## src/rtl/gdrv_fault_pkg.sv

```systemverilog
package gdrv_fault_pkg;
   // bit positions inside the synchronized flag vector
   localparam int FLG_UVG = 0;
   localparam int FLG_UVR = 1;
   localparam int FLG_UVB = 2;
   localparam int FLG_OT  = 3;
   localparam int FLG_RUN = 4;
   localparam int NFLG    = 5;

   function automatic int cnt_width(input int max_val);
      return (max_val < 2) ? 1 : $clog2(max_val + 1);
   endfunction
endpackage

```

## src/rtl/gdrv_sync.sv

```systemverilog
module gdrv_sync #(
   parameter int         W       = 1,
   parameter int         STAGES  = 2,
   parameter logic [W-1:0] RST_VAL = '0
) (
   input  logic         clk_i,
   input  logic         rst_ni,
   input  logic [W-1:0] d_i,
   output logic [W-1:0] q_o
);
   generate
      if (STAGES == 0) begin : g_bypass
         assign q_o = d_i;
      end else begin : g_chain
         logic [W-1:0] stg [STAGES];
         always_ff @(posedge clk_i or negedge rst_ni) begin
            if (!rst_ni) begin
               for (int i = 0; i < STAGES; i++) stg[i] <= RST_VAL;
            end else begin
               stg[0] <= d_i;
               for (int i = 1; i < STAGES; i++) stg[i] <= stg[i-1];
            end
         end
         assign q_o = stg[STAGES-1];
      end
   endgenerate
endmodule

```

## src/rtl/gdrv_low_timer.sv

```systemverilog
module gdrv_low_timer #(
   parameter int CLR_MIN_CYC = 250,
   parameter int SLEEP_CYC   = 2500
) (
   input  logic clk_i,
   input  logic rst_ni,
   input  logic run_s_i,
   output logic qual_clr_o,
   output logic sleep_set_o,
   output logic sleep_o
);
   import gdrv_fault_pkg::*;
   localparam int CW = cnt_width(SLEEP_CYC);
   localparam logic [CW-1:0] SAT_V = CW'(SLEEP_CYC);
   localparam logic [CW-1:0] CLR_V = CW'(CLR_MIN_CYC - 1);

   logic [CW-1:0] low_cnt;
   logic          slp_q;

   // low_cnt holds the number of earlier low cycles; this edge is low_cnt+1
   assign qual_clr_o  = !run_s_i && (low_cnt >= CLR_V);
   assign sleep_set_o = !run_s_i && (low_cnt >= SAT_V);
   assign sleep_o     = slp_q && !run_s_i;

   always_ff @(posedge clk_i or negedge rst_ni) begin
      if (!rst_ni) begin
         low_cnt <= '0;
         slp_q   <= 1'b0;
      end else if (run_s_i) begin
         low_cnt <= '0;
         slp_q   <= 1'b0;
      end else begin
         if (low_cnt != SAT_V) low_cnt <= low_cnt + 1'b1;
         if (sleep_set_o)      slp_q   <= 1'b1;
      end
   end
endmodule

```

## src/rtl/gdrv_fault_policy.sv

```systemverilog
module gdrv_fault_policy (
   input  logic clk_i,
   input  logic rst_ni,
   input  logic run_s_i,
   input  logic uvg_s_i,
   input  logic uvr_s_i,
   input  logic uvb_s_i,
   input  logic ot_s_i,
   input  logic qual_clr_i,
   input  logic sleep_set_i,
   output logic lat_uvg_o,
   output logic lat_ot_o,
   output logic wake_o,
   output logic fault_o,
   output logic inh_hi_o,
   output logic inh_lo_o
);
   logic rails_ok;
   assign rails_ok = !uvg_s_i && !uvr_s_i;

   always_ff @(posedge clk_i or negedge rst_ni) begin
      if (!rst_ni) begin
         lat_uvg_o <= 1'b0;
         lat_ot_o  <= 1'b0;
         wake_o    <= 1'b0;
      end else begin
         // a qualified low time wins over any set
         if (qual_clr_i)              lat_uvg_o <= 1'b0;
         else if (run_s_i && uvg_s_i) lat_uvg_o <= 1'b1;
         if (qual_clr_i)              lat_ot_o  <= 1'b0;
         else if (run_s_i && ot_s_i)  lat_ot_o  <= 1'b1;
         if (sleep_set_i)              wake_o    <= 1'b1;
         else if (run_s_i && rails_ok) wake_o    <= 1'b0;
      end
   end

   assign fault_o  = run_s_i && (uvg_s_i || uvr_s_i || uvb_s_i || ot_s_i ||
                                 lat_uvg_o || lat_ot_o || wake_o);
   assign inh_lo_o = !run_s_i || !rails_ok || wake_o;
   assign inh_hi_o = inh_lo_o || uvb_s_i;
endmodule

```

## src/rtl/gdrv_fault_sup.sv

```systemverilog
module gdrv_fault_sup #(
   parameter int SYNC_STAGES = 2,
   parameter int CLR_MIN_CYC = 250,
   parameter int SLEEP_CYC   = 2500
) (
   input  logic clk_i,
   input  logic rst_ni,
   input  logic uv_gate_i,
   input  logic uv_ref_i,
   input  logic uv_boot_i,
   input  logic ot_i,
   input  logic ctrl_run_i,
   output logic fault_o,
   output logic inh_hi_o,
   output logic inh_lo_o,
   output logic sleep_req_o
);
   import gdrv_fault_pkg::*;

   initial begin
      assert (SYNC_STAGES >= 0 && SYNC_STAGES <= 4)
         else $error("SYNC_STAGES out of range");
      assert (CLR_MIN_CYC >= 1)
         else $error("CLR_MIN_CYC must be at least 1");
      assert (SLEEP_CYC > CLR_MIN_CYC)
         else $error("SLEEP_CYC must exceed CLR_MIN_CYC");
   end

   logic [NFLG-1:0] raw_v, syn_v;
   logic run_s, uvg_s, uvr_s, uvb_s, ot_s;
   logic qual_clr, sleep_set;
   logic lat_uvg, lat_ot, wake;

   always_comb begin
      raw_v          = '0;
      raw_v[FLG_UVG] = uv_gate_i;
      raw_v[FLG_UVR] = uv_ref_i;
      raw_v[FLG_UVB] = uv_boot_i;
      raw_v[FLG_OT]  = ot_i;
      raw_v[FLG_RUN] = ctrl_run_i;
   end

   gdrv_sync #(.W(NFLG), .STAGES(SYNC_STAGES), .RST_VAL('0)) u_sync (
      .clk_i (clk_i),
      .rst_ni(rst_ni),
      .d_i   (raw_v),
      .q_o   (syn_v)
   );

   assign run_s = syn_v[FLG_RUN];
   assign uvg_s = syn_v[FLG_UVG];
   assign uvr_s = syn_v[FLG_UVR];
   assign uvb_s = syn_v[FLG_UVB];
   assign ot_s  = syn_v[FLG_OT];

   gdrv_low_timer #(.CLR_MIN_CYC(CLR_MIN_CYC), .SLEEP_CYC(SLEEP_CYC)) u_tmr (
      .clk_i      (clk_i),
      .rst_ni     (rst_ni),
      .run_s_i    (run_s),
      .qual_clr_o (qual_clr),
      .sleep_set_o(sleep_set),
      .sleep_o    (sleep_req_o)
   );

   gdrv_fault_policy u_pol (
      .clk_i      (clk_i),
      .rst_ni     (rst_ni),
      .run_s_i    (run_s),
      .uvg_s_i    (uvg_s),
      .uvr_s_i    (uvr_s),
      .uvb_s_i    (uvb_s),
      .ot_s_i     (ot_s),
      .qual_clr_i (qual_clr),
      .sleep_set_i(sleep_set),
      .lat_uvg_o  (lat_uvg),
      .lat_ot_o   (lat_ot),
      .wake_o     (wake),
      .fault_o    (fault_o),
      .inh_hi_o   (inh_hi_o),
      .inh_lo_o   (inh_lo_o)
   );
endmodule

```

## config.mk

```make
export PLATFORM = sky130hd
export DESIGN_NAME = gdrv_fault_sup
export DESIGN_NICKNAME = d
export VERILOG_FILES = /design/src/rtl/gdrv_fault_pkg.sv /design/src/rtl/gdrv_sync.sv /design/src/rtl/gdrv_low_timer.sv /design/src/rtl/gdrv_fault_policy.sv /design/src/rtl/gdrv_fault_sup.sv
export SDC_FILE = /design/constraint.sdc
export NUM_CORES = 1
export LEC_CHECK = 0
export BUFFER_PORTS_ARGS = -buffer_cell sky130_fd_sc_hd__buf_4
export CAP_MARGIN = 20
export CORE_MARGIN = 5
export CORE_UTILIZATION = 50
export DETAILED_ROUTE_END_ITERATION = 16
export GPL_TIMING_DRIVEN = 0
export PLACE_DENSITY = 0.66
export SLEW_MARGIN = 20
export SYNTH_ARGS = -nofsm -noshare
export SYNTH_HDL_FRONTEND = slang
export SYNTH_SLANG_ARGS = --single-unit
```

## constraint.sdc

```tcl
create_clock -name clk_i -period 3.45 [get_ports clk_i]
set_input_delay 0.345 -clock clk_i [delete_from_list [all_inputs] [get_ports clk_i]]
set_output_delay 0.345 -clock clk_i [all_outputs]
set_load 0.02 [all_outputs]
```

==> results of run 1 <==
[synthesized netlist by cell type (2+ instances only)]
cell	number	share of area [%]
dfrtp_1	26	55
nand2_1	11	3.5
o21ai_0	8	3.4
nor2_1	7	2.2
a21oi_1	6	2.6
inv_1	6	1.9
or4_1	6	3.8
nand3_1	5	2.1
o31ai_1	5	3.2
ha_1	4	4.3
nor4_1	4	2.1
or2_2	3	1.6
or3_1	3	1.6
buf_2	2	0.85
mux2i_1	2	1.7
nand4_1	2	1.1
[through the flow]
step / setup slack [ns] / cells
4_1_cts: 1.36 / 153
6_report: 1.38 / 153
5_1_grt: 1.27 / 153
3_3_place_gp: 1.56 / 148
3_5_place_dp: 1.57 / 148
2_1_floorplan: 1.67 / 110
[final cells by class]
type                       count  area, sq um  share of cell area, %
sequential                    26          651                   48.3
multi-input combinational     75          488                   36.2
timing repair buffer          11         85.1                   6.31
tap                           28         35.0                   2.60
clock inverter                 1         30.0                   2.23
clock buffer                   3         22.5                   1.67
inverter                       6         22.5                   1.67
buffer                         3         13.8                   1.02
[worst max-delay path: cells and delay by family, from the launching register on]
kind / cells / cell delay, ns
and+or+nand+nor: 2 / 0.82
DFF: 1 / 0.43
buffers and inverters: 1 / 0.16
[report_power, final]
part	switching (W)	internal, W	total, W	leakage (nW)
sequential	0.00000601	0.000313	0.000319	0.327
clock	0.0000900	0.000118	0.000208	0.0279
combinational	0.0000239	0.0000173	0.0000412	0.205
total	0.000120	0.000448	0.000568	0.560
[per-layer routing]
layer / track usage, % / share of wire, % / vias up
li1: - / - / 421
met1: 20.2 / 49 / 400
met2: 20.7 / 46 / 10
met3: 2.63 / 3.2 / 4
met4: 4.97 / 1.4 / 0
met5: 0 / 0 / -
[how the worst max path moves through the flow]
stage                           startpoint                to  cells past startpoint
final                        u_sync.q_o[0]          inh_hi_o                      3
after global routing         u_sync.q_o[0]           fault_o                      4
after CTS                    u_sync.q_o[0]          inh_hi_o                      3
after detailed placement  u_tmr.low_cnt[0]  u_tmr.low_cnt[0]                      5
after global placement    u_tmr.low_cnt[0]  u_tmr.low_cnt[0]                      5
after floorplan           u_tmr.low_cnt[0]  u_tmr.low_cnt[0]                      5
[logic make-up after synthesis]
family	count (synthesis)
buf+inv	9
fa+ha+maj	4
flops	26
compound gates	23
xor+xnor	1
simple gates	44
mux	3
[registers in the layout (all words and copies together) (netlist names)]
name and cells:
u_pol.lat_ot_o 1, u_sync.q_o 5, u_pol.wake_o 1, u_pol.lat_uvg_o 1
u_tmr.slp_q 1, u_tmr.low_cnt 12, u_sync.g_chain.stg 5
==> impl_metrics.json, run 1 <==
{
  "async_flop_share_pct": 100,
  "synth_edf_count": 0,
  "final_common_cell": "dfrtp_1",
  "skew_ns": 0.00253,
  "place_area_sq_um": 1280,
  "peakVddDrop_mv": 0.284,
  "max_freq_mhz": 483,
  "finalCritPeriodShare_pct": 60.0,
  "r2r_end": "u_tmr.low_cnt[0]",
  "power_density_nw_per_um2": 422,
  "holdPathStages": 1,
  "max_slew_margin_pct": 68.3,
  "worst_pin_slew_ns": 0.475,
  "min_to": "u_sync.g_chain.stg[6]",
  "p_leak_nw": 0.560,
  "routabilityCongestion": 0.748,
  "htree_levels": 1,
  "nNetsFinal": 137,
  "cts.sinks": 26,
  "ys_types": 26,
  "synth_top_family_by_area": "simple AND/OR/NAND/NOR gates",
  "tns_ns": 0,
  "yosys_warnings": 0,
  "detail_route.first_pass.iterations": 4,
  "synth_area_sq_um": 1170,
  "hpwl_um": 1500,
  "crit_path_top_delay_cell": "or4_1",
  "finalSetupViolations": 0,
  "synth_compound_area_share_pct": 11.9,
  "clock_latency_ns": 0.32,
  "synth-adder-area-share_pct": 4.26,
  "cts_resized": 0,
  "cts_post_setup_buffers_inserted": 0,
  "cts_tree": "built",
  "grt_pass1_wl_um": 3660,
  "num_io_pins": 11,
  "synth_cells": 110,
  "die_y_um": 58.5,
  "grt_max_degree": 27,
  "crit_path_start_kind": "register",
  "layout-drive-gt1-share_pct": 18.4,
  "rsz0062_at_grt": "no",
  "timing.hold.ws_ns": 0.116,
  "slew_violations": 0,
  "viasPerCell": 5.46,
  "muxShareOfSynthArea_pct": 2.98,
  "reg2reg_depth": 5,
  "wire_per_inst_um": 13.7,
  "ys_ff_latch": 26,
  "postLayoutCellArea_sq_um": 1350,
  "clockBufferDepth": 2,
  "ys_seq_area_share_pct": 55.4,
  "syn_nets": 121,
  "postCtsHoldBufs": 1,
  "fin_total_pwr_w": 0.000568,
  "yosys.area_share.simple_pct": 21.6,
  "drc": 0,
  "fin_crit_ns": 2.07,
  "grt_use_total_pct": 13.9,
  "cts_root_buf": "clkbuf_4",
  "drt-initial-drc-count": 24,
  "start_util_pct": 52.6,
  "std_cell_rows": 17,
  "crit_type": "register to output pin",
  "r2r-start": "u_tmr.low_cnt[0]",
  "r2r_setup_slack_ns": 1.55,
  "diodes": 0,
  "synthFlopType": "dfrtp_1",
  "critPathMaxFanout": 4,
  "cp.arrival_ns": 1.73,
  "grt_overflow": 0,
  "die_area_sq_um": 3420,
  "min-delay-start": "uv_ref_i",
  "synth-xor-area-share_pct": 0.745,
  "drt_wl_total_um": 2100,
  "numPortBuffers": 10,
  "status": "finished clean",
  "crit_path_end_kind": "output pin",
  "cp.required_ns": 3.11,
  "cp_cell_sequence": "or4_1 > or2_2 > buf_4",
  "area_delta_synth_final_pct": 14.7,
  "final-hold-violation-count": 0,
  "grt_pass1_vias": 801,
  "antenna_found_initial": 0,
  "fill_cells": 193,
  "postRouteAntennaNets": 0,
  "numCtsBuffers": 3,
  "hold_class": "input pin to register",
  "clk_transition_reported_paths_ns": 0.14,
  "critPathMaxStageDelay_ns": 0.53,
  "synth.avg_cell_area_sq_um": 10.7,
  "fin_util_pct": 60.3,
  "core-area_sq_um": 2230,
  "dr_total_vias": 835,
  "die_w_um": 58.5,
  "max_cap_viol_count": 0,
  "final_cell_mix": "26 x dfrtp_1, 11 x nand2_1, 10 x buf_4, 8 x o21ai_0, 7 x nor2_1"
}
No activity file was read; power rests on OpenSTA's default activity.
==> run 2: changes to the inputs <==
- ABC_AREA: unset -> 1
- PLACE_DENSITY: 0.66 -> 0.69
- clock period: 3.45 -> 1.74 ns (I/O delays scaled with it)
==> run 2 against run 1 <==
  * Non-clock buffer count grew 3
  * Sequential power up 99%
  * Global-route usage up 1.2 points
  * Synthesized area increased by 4.4%
  * Critical path depth is 2 higher
  * Die area is 3.6% higher
  * Largest cell class unchanged
  * Largest power group unchanged
==> impl_metrics.json, run 2 <==
{
  "numPortBuffers": 10,
  "cp.required_ns": 1.57,
  "worstSetupStartpoint": "u_sync.q_o[0]",
  "synth_edf_count": 0,
  "grt_overflow": 0,
  "synth.area.top_cells": "dfrtp_1 53%, nand2_1 12%, nor2_1 6.1%, inv_1 4.6%, ha_1 4.1%",
  "layout-drive-gt1-share_pct": 16.1,
  "core-area_sq_um": 2410,
  "pre_cts_slack_ns": 0.366,
  "finalSetupViolations": 0,
  "nNetsFinal": 180,
  "critPathMaxFanout": 3,
  "clock_latency_ns": 0.31,
  "start_util_pct": 50.9,
  "cts_tree": "built",
  "synth_most_common_cell": "nand2_1",
  "die_area_sq_um": 3540,
  "p_leak_nw": 0.696,
  "clockBufferDepth": 2,
  "cp_cell_sequence": "or2_4 > nor2_1 > nand2_1 > or2_1 > buf_4",
  "htree_levels": 1,
  "finalCritPeriodShare_pct": 94.5,
  "r2r-start": "u_tmr.low_cnt[0]",
  "dr_total_vias": 980,
  "worst_pin_slew_ns": 0.319,
  "max_freq_mhz": 608,
  "cts.sinks": 26,
  "rsz0062_at_grt": "no",
  "endpoint": "inh_hi_o",
  "grt_use_total_pct": 15.2,
  "reg2reg_depth": 7,
  "critPathMaxStageDelay_ns": 0.41,
  "skew_ns": 0.00314,
  "synth.avg_cell_area_sq_um": 8.28,
  "cts_root_buf": "clkbuf_4",
  "status": "finished clean",
  "grt_pass1_wl_um": 4040,
  "synth_area_sq_um": 1230,
  "crit_path_top_delay_cell": "dfrtp_1",
  "area_delta_synth_final_pct": 17.7,
  "fin_crit_ns": 1.64,
  "routabilityCongestion": 0.855,
  "synth_cells": 148,
  "synthFlopType": "dfrtp_1",
  "synth_common_cells": "40 x nand2_1, 26 x dfrtp_1, 20 x nor2_1",
  "die_w_um": 59.5,
  "r2r_setup_slack_ns": 0.35,
  "crit_type": "register to output pin",
  "die_y_um": 59.5,
  "final-hold-violation-count": 0,
  "grt_max_degree": 27,
  "drt-initial-drc-count": 33,
  "postRouteAntennaNets": 0,
  "yosysTopAreaCell": "dfrtp_1",
  "hold_class": "input pin to asynchronous set/reset pin",
  "drc": 0,
  "hpwl_um": 1710,
  "max_slew_margin_pct": 78.7,
  "grt_pass1_vias": 981,
  "max_cap_viol_count": 0,
  "ys_seq_area_share_pct": 53.1,
  "finalWorstSetupSlack_ns": 0.0953,
  "ys_types": 20,
  "wire_per_inst_um": 11.5,
  "crit_path_start_kind": "register",
  "fill_cells": 207,
  "cts_post_setup_buffers_inserted": 0,
  "syn_nets": 159,
  "final_cell_mix": "40 x nand2_1, 26 x dfrtp_1, 20 x nor2_1, 15 x inv_1, 10 x buf_4",
  "clk_transition_reported_paths_ns": 0.13,
  "slew_violations": 0,
  "power_density_nw_per_um2": 701,
  "r2r_end": "u_tmr.low_cnt[1]",
  "peakVddDrop_mv": 0.594,
  "num_io_pins": 11,
  "fin_total_pwr_w": 0.00101,
  "largest_reg_flops": 12,
  "yosys_warnings": 0,
  "async_flop_share_pct": 100,
  "crit_path_end_kind": "output pin",
  "diodes": 0,
  "antenna_found_initial": 0,
  "tns_ns": 0,
  "final_common_cell": "nand2_1",
  "viasPerCell": 4.95,
  "drt_wl_total_um": 2280,
  "synth_top_area_share_pct": 53.1,
  "detail_route.first_pass.iterations": 5,
  "numCtsBuffers": 3,
  "cp.arrival_ns": 1.47,
  "largest_register": "u_tmr.low_cnt",
  "ys_ff_latch": 26,
  "std_cell_rows": 18
}
-- run 2: cell count changes in the layout (fill, tap and decap cells not counted), moves of 3 or more --
| cell | change |
|---|---|
| nand2_1 | +29 |
| nor2_1 | +13 |
| inv_1 | +9 |
| or4_1 | -6 |
| dlygate4sd3_1 | +5 |
| o31ai_1 | -5 |
| nand3_1 | +4 |
| nor4_1 | -4 |
| o21ai_0 | -4 |
| nand2_2 | +3 |
| nor2_2 | +3 |
| nor3_1 | +3 |
| or3_1 | -3 |
-- run 2: worst min-delay path by stage --
stage	to	slack, ns	cells after the start
floorplan	u_pol.lat_ot_o	-0.12	0
global placement	u_tmr.low_cnt[3]	0.1	1
detailed placement	u_tmr.low_cnt[7]	0.1	1
CTS	u_tmr.low_cnt[4]	0.28	2
global route	u_tmr.low_cnt[6]	0.30	2
finish	u_tmr.low_cnt[4]	0.29	2
-- run 2: layout make-up --
class	instances	area [sq um]	area share, %
Multi-Input combinational cell	104	509	35.3
Buffer	1	7.51	0.520
Tap cell	30	37.5	2.60
Timing Repair Buffer	16	135	9.37
Sequential cell	26	651	45.1
Clock buffer	4	36.3	2.52
Inverter	17	66.3	4.60
-- run 2: routing by layer --
metal	vias up	part of all wire, %	track usage, %
met5	-	0	0
met4	0	0.66	5.70
met3	2	1.9	1.96
met2	12	53	27.8
met1	463	45	17.8
li1	503	-	-
-- run 2: logic make-up after synthesis --
group | after synthesis | share of synthesized area (%)
AND/OR/NAND/NOR | 85 | 30.3
flip-flops | 26 | 53.1
buffers and inverters | 18 | 5.61
AO/OA/AOI/OAI | 14 | 6.23
adder cells (fa/ha/maj) | 4 | 4.08
XOR/XNOR | 1 | 0.714
-- run 2: power breakdown --
part           internal, W  total [W]  switching [W]
logic            0.0000392  0.0000851      0.0000459
clock network     0.000128   0.000291       0.000164
registers         0.000621   0.000635      0.0000135
total             0.000788    0.00101       0.000223
-- run 2: through the flow --
stage               hold WS, ns  utilization, %  instances  cell area (sq um)
finish                    0.286            59.9        198               1440
global route              0.297            59.9        198               1440
CTS                       0.281            59.6        198               1440
detailed placement       0.0983            55.6        188               1340
global placement         0.0962            55.6        188               1340
floorplan                -0.122               -        148               1230
-- run 2: what timing repair did --
| item | in CTS | in global routing |
|---|---|---|
| hold buffers | 6 | 0 |
| resized for setup | 0 | 3 |
| hold endpoints to repair | 31 | 0 |
| endpoints found under the setup margin | 0 | 2 |
-- run 2: worst max-delay path: cells and delay by family (launching register included) --
| kind | cells | cell delay, ns |
|---|---|---|
| and+or+nand+nor | 4 | 0.60 |
| buffers and inverters | 1 | 0.16 |
| DFF | 1 | 0.41 |
